**src/rtl/gpio_dir_mux.sv**
```systemverilog
module gpio_dir_mux (
  input  logic       clk,
  input  logic       rst_n,
  input  logic       wr_en,
  input  logic       wr_sel,
  input  logic [7:0] wr_data,
  input  logic       rd_sel,
  output logic [7:0] rd_data,
  input  logic [7:0] lcd_en,
  input  logic       iic_en,
  input  logic       iic_route,
  input  logic [1:0] iic_dir,
  input  logic       spi_en,
  input  logic       spi_route,
  input  logic [3:0] spi_dir,
  input  logic       clkout_en,
  input  logic [7:0] pad_di,
  output logic [7:0] pad_oe,
  output logic [7:0] pad_ie,
  output logic [7:0] pad_do
);
  logic [7:0] ddr_q, dat_q, sync1_q, sync2_q, dir, pin_rd;
  logic       iic_own, spi_own;

  always_ff @(posedge clk or negedge rst_n)
    if (!rst_n) begin
      ddr_q <= '0;
      dat_q <= '0;
    end else if (wr_en) begin
      if (wr_sel) ddr_q <= wr_data;
      else        dat_q <= wr_data;
    end

  always_ff @(posedge clk or negedge rst_n)
    if (!rst_n) begin
      sync1_q <= '0;
      sync2_q <= '0;
    end else begin
      sync1_q <= pad_di;
      sync2_q <= sync1_q;
    end

  assign iic_own = iic_en & iic_route;
  assign spi_own = spi_en & spi_route;

  assign dir[7:4] = ddr_q[7:4];
  assign dir[3] = iic_own ? iic_dir[1] : spi_own ? spi_dir[3] : ddr_q[3];
  assign dir[2] = spi_own ? spi_dir[2] : clkout_en ? 1'b1 : ddr_q[2];
  assign dir[1] = spi_own ? spi_dir[1] : ddr_q[1];
  assign dir[0] = iic_own ? iic_dir[0] : spi_own ? spi_dir[0] : ddr_q[0];

  assign pad_oe = dir & ~lcd_en;
  assign pad_ie = ~lcd_en;
  assign pad_do = dat_q;

  assign pin_rd  = ~lcd_en & ((pad_oe & dat_q) | (~pad_oe & sync2_q));
  assign rd_data = rd_sel ? ddr_q : pin_rd;
endmodule


```
**config.mk**
```make
export PLATFORM = sky130hd
export DESIGN_NAME = gpio_dir_mux
export DESIGN_NICKNAME = d
export VERILOG_FILES = /design/src/rtl/gpio_dir_mux.sv
export SDC_FILE = /design/constraint.sdc
export NUM_CORES = 1
export LEC_CHECK = 0
export BUFFER_PORTS_ARGS = -buffer_cell sky130_fd_sc_hd__buf_2
export CORE_MARGIN = 5
export CORE_UTILIZATION = 40
export CTS_CLUSTER_DIAMETER = 120
export CTS_CLUSTER_SIZE = 25
export DETAILED_ROUTE_END_ITERATION = 7
export PLACE_DENSITY = 0.75
export SLEW_MARGIN = 20
export SYNTH_ARGS = -nofsm -noshare
export SYNTH_HDL_FRONTEND = slang
export SYNTH_SLANG_ARGS = --single-unit
```
**constraint.sdc**
```tcl
create_clock -name clk -period 1.2 [get_ports clk]
set_input_delay 0.12 -clock clk [delete_from_list [all_inputs] [get_ports clk]]
set_output_delay 0.12 -clock clk [all_outputs]
set_load 0.02 [all_outputs]
```
# Word-level counts from Yosys, hierarchy flattened

Cells that the tools add are included.

Output and inout port bits: 32
Bits of input ports: 40
Word-level logic and storage cells: 24
Register bits: 32

Bitwise operators: 10
Mux-type cells: 8
Reductions and logical operators: 2

Operators by type and width:

| operator         | count |
|---|---|
| $and 8x8->8      | 4 |
| $not 8->8        | 2 |
| $mux 8           | 1 |
| $or 8x8->8       | 1 |
| $mux 1           | 7 |
| $reduce_and 2->1 | 2 |
| $and 1x1->1      | 2 |
| $not 1->1        | 1 |

# Logic depth before layout (Yosys ltp)

Depth after elaboration: 9
Depth in mapped cells: 5
Depth with buffers taken out: 4

# Worst setup path before layout

No wires, ideal clock.

Kind: register to output
Start: register ddr_q[0]
End: output rd_data[0]
Arrival: 1747 ps
Buffers on the path: 0
Setup slack: -667 ps
Cell stages (with the launch flop): 5
Data required time: 1080 ps
Cells stage by stage: dfrtp_1 a21bo_1 a311oi_2 mux2i_1 o31ai_1

Longest elaborated chain between the ends: 8
Elaborated cells between the ends (all ways): 9
Classes of those cells: mux (3); bitwise (6)

Ends and longest elaborated chain:

| what                   | RTL line | text |
|---|---|---|
| from (decl)            | 22       | `logic [7:0] ddr_q, dat_q, sync1_q, sync2_q, dir, pin_rd;` |
| from (signal assigned) | 30       | `if (wr_sel) ddr_q <= wr_data;` |
| $mux 1 * (2 in series) | 50       | `assign dir[0] = iic_own ? iic_dir[0] : spi_own ? spi_dir[0] : ddr_q[0];` |
| $and 8x8->8 *          | 52       | `assign pad_oe = dir & ~lcd_en;` |
| net pad_oe[0]          | 18       | `output logic [7:0] pad_oe,` |
| $not 8->8              | 56       | `assign pin_rd = ~lcd_en & ((pad_oe & dat_q) \| (~pad_oe & sync2_q));` |
| $and 8x8->8            | 56       |  |
| $or 8x8->8 *           | 56       |  |
| $and 8x8->8 *          | 56       |  |
| $mux 8 *               | 57       | `assign rd_data = rd_sel ? ddr_q : pin_rd;` |
| to (decl)              | 8        | `output logic [7:0] rd_data,` |

Mark *: on every way through the listed nets, which the timed path passes. The rest lies on a longest branch.

# Worst setup path after layout

Start: register ddr_q[0]
End: output rd_data[0]

Longest elaborated chain between the ends: 8
Elaborated cells between the ends (all ways): 9
Classes of those cells: mux (3); bitwise (6)

Ends and longest elaborated chain:

| what                 | RTL line |
|---|---|
| $mux 1 (2 in series) | 50 |
| $and 8x8->8          | 52 |
| $not 8->8            | 56 |
| $and 8x8->8          | 56 |
| $or 8x8->8           | 56 |
| $and 8x8->8          | 56 |
| $mux 8 *             | 57 |

Every way passes the cells marked *; elsewhere a longest branch is shown, timed or not.

==> reports/qor.txt <==
Status: finished with violations
Failing checks: setup timing
Drt total wl: 3510 µm
Fin. Hold Viols: 0
N_diodes: 0
Layout area overhead: 63.6%
Final worst slack: -654 ps
Fmax: 0.539 GHz
Total CTS buffers: 5
Post-DP HPWL: 2690 µm
Initial Util: 0.411
Tot GR Track Use: 0.163
Hold_ws: 42.8 ps
WP buf/inv: 1
Critical Path, Cell by Cell: a21bo_1 > a311oi_4 > mux2i_2 > o31ai_4 > buf_6
CTS tree: yes
Worst path required time: 1080 ps
Final min period: 1850 ps
Top Family by Delay on Critical Path: compound AO/OA/AOI/OAI gates
WL/cell: 13.8 µm
Initial antenna violation count: 0
Placed inst area: 1930 µm²
Via density per instance: 4.78
Root Buffer: clkbuf_4
Slowest cell on the critical path: dfrtp_1
Pwr/cell area: 1240 nW/µm²
Pre-CTS WS: -354 ps
Synth warn: 0
First-pass GRT wire length: 5520 µm
Leakage power: 1.09 nW
Unrepaired setup endpoints after global routing: yes
# rows: 21
Slew Limit Fails: 0
Final RePlAce weighted congestion: 0.676
Post-Synthesis Cells: 110
Post-synthesis sequential area ratio: 0.588
Largest net degree at the start of global routing: 17
Die height: 68.3 µm
Total grt overflow: 0
Crit path max fanout: 2
Area of the die: 4670 µm²
Nets: 247
Layout cells sized above 1: 0.601
Die width: 68.3 µm
Vias in the first global route: 1290
Worst vdd ir: 0.000705 V
Count of final setup violators: 14
Hold WC Path Type: in -> reg
Clock skew: 5.67 ps
Final instance area: 2230 µm²
Post-Layout Cell Count: 254
TritonRoute pass-1 iters: 4
Largest area contributor in the netlist: dfrtp_1
Via count: 1214
Clk sink count: 32
IO Pins: 72
CP startpoint kind: flip-flop
Core Area: 3310 µm²
Cell Area, Synth: 1360 µm²
H-tree levels: 2
DRC: 0
Routed Antenna Nets: 0
Final period util: 1.55
Reg clk slew, reported paths: 90 ps
Syn_area_per_cell: 12.4 µm²
Worst path max stage delay: 350 ps
Worst slew pin tran: 442 ps
Yosys reg bits: 32
Drt initial violations: 29
Worst skew pair latency: 320 ps
Max Cap Viol: 0
CP Class: reg -> out
Synth unique cells: 19
Clock buffer depth: 2
IO buf count: 71
Post-Synthesis Net Count: 150
Top post-synthesis cells by area: dfrtp_1 59%, mux2_2 13%, mux2i_1 2.9%
Slew headroom: 0.706
Critical path arrival: 1730 ps
Area fraction of the dominant cell type after synthesis: 0.588
CP endpoint kind: output pin
Setup TNS Final: -3650 ps
Placed cells: 232
## placed cells by master (no fill, tap or decap)
cell type       n
a21oi_4         2
buf_4          18
clkbuf_8        1
nor2_1          4
mux2i_2         4
a22oi_1         4
clkbuf_4        5
o21ai_1         4
nor2b_1         3
inv_1           8
a21bo_1         3
a311oi_4        2
o31ai_4         4
o2bb2ai_2       1
nand2_1        10
dlygate4sd3_1   9
buf_2          56
mux2_2         16
dfrtp_1        32
nor2b_4         2
nand3_1         4
buf_6          12
and3b_2         2
clkbuf_1        2
## layout make-up
type	instances	area, µm²
sequential	32	801
multi-input combinational	65	639
inverter	8	30.0
clock buffer	8	58.8
fill	261	1080
tap	46	57.6
timing repair buffer	95	641
## flip-flops by register name, indices dropped and copies added (netlist names)
signal and cells:
ddr_q 8, sync2_q 8, sync1_q 8, pad_do 8
## per-layer routing
layer,part of all wire,track usage,vias up,routed length [µm]
li1,-,-,577,-
met1,0.37,0.169,565,1310
met2,0.51,0.296,65,1790
met3,0.099,0.0476,7,347
met4,0.019,0.0794,0,66
met5,0,0,-,0
## metrics by stage
step	utilization	total power [mW]
floorplan	-	1.71
global placement	0.584	1.98
detailed placement	0.584	2.01
CTS	0.655	2.75
global route	0.673	2.91
finish	0.673	2.75
## power breakdown
group          total, mW  switching (mW)  internal [mW]
logic              0.880           0.429          0.450
registers           1.26          0.0765           1.18
clock network      0.613           0.324          0.289
total               2.75           0.830           1.92
## Yosys cell counts
cell       count
a22oi_1        4
mux2i_1        4
o31ai_1        4
o2bb2ai_1      1
nand2_1       10
a21oi_1        2
mux2_2        16
nand3_1        4
inv_1          8
clkbuf_1       3
nor2b_1        5
a311oi_2       2
o21ai_0        4
buf_6          1
dfrtp_1       32
nor2_1         4
a21bo_1        3
and3b_2        2
buf_2          1
## what timing repair did
item	CTS	global route
hold endpoints to repair	40	0
pin swaps	8	5
setup buffers	4	1
gates resized for setup	23	14
hold buffers	9	0
setup endpoints to repair	12	16
## path summary, 6_finish.rpt
kind	from	end	slack, ps	depth (start not counted)
max	ddr_q[0]$_DFFE_PN0P_	rd_data[0]	-650	5
min	wr_data[6]	pad_do[6]$_DFFE_PN0P_	40	2
max reg2reg	ddr_q[7]$_DFFE_PN0P_	ddr_q[7]$_DFFE_PN0P_	290	2
min reg2reg	sync1_q[6]$_DFF_PN0_	sync2_q[6]$_DFF_PN0_	350	0
max in group asynchronous	rst_n	sync2_q[0]$_DFF_PN0_	540	3
min in group asynchronous	rst_n	sync1_q[6]$_DFF_PN0_	210	2
## worst register-to-register path, cell delays in order (launching register included)
cell,delay (ps)
dfrtp_1,410
buf_6,130
mux2_2,260
## cell families (layout without fill, tap and decap cells)
group           count (synthesis)  in the layout  share of synthesized area
compound gates                 20             20                      0.117
buf+inv                        13            111                     0.0423
flops                          32             32                      0.588
mux                            20             20                      0.162
simple gates                   25             25                     0.0910
Power figures use the tool's default switching activity.
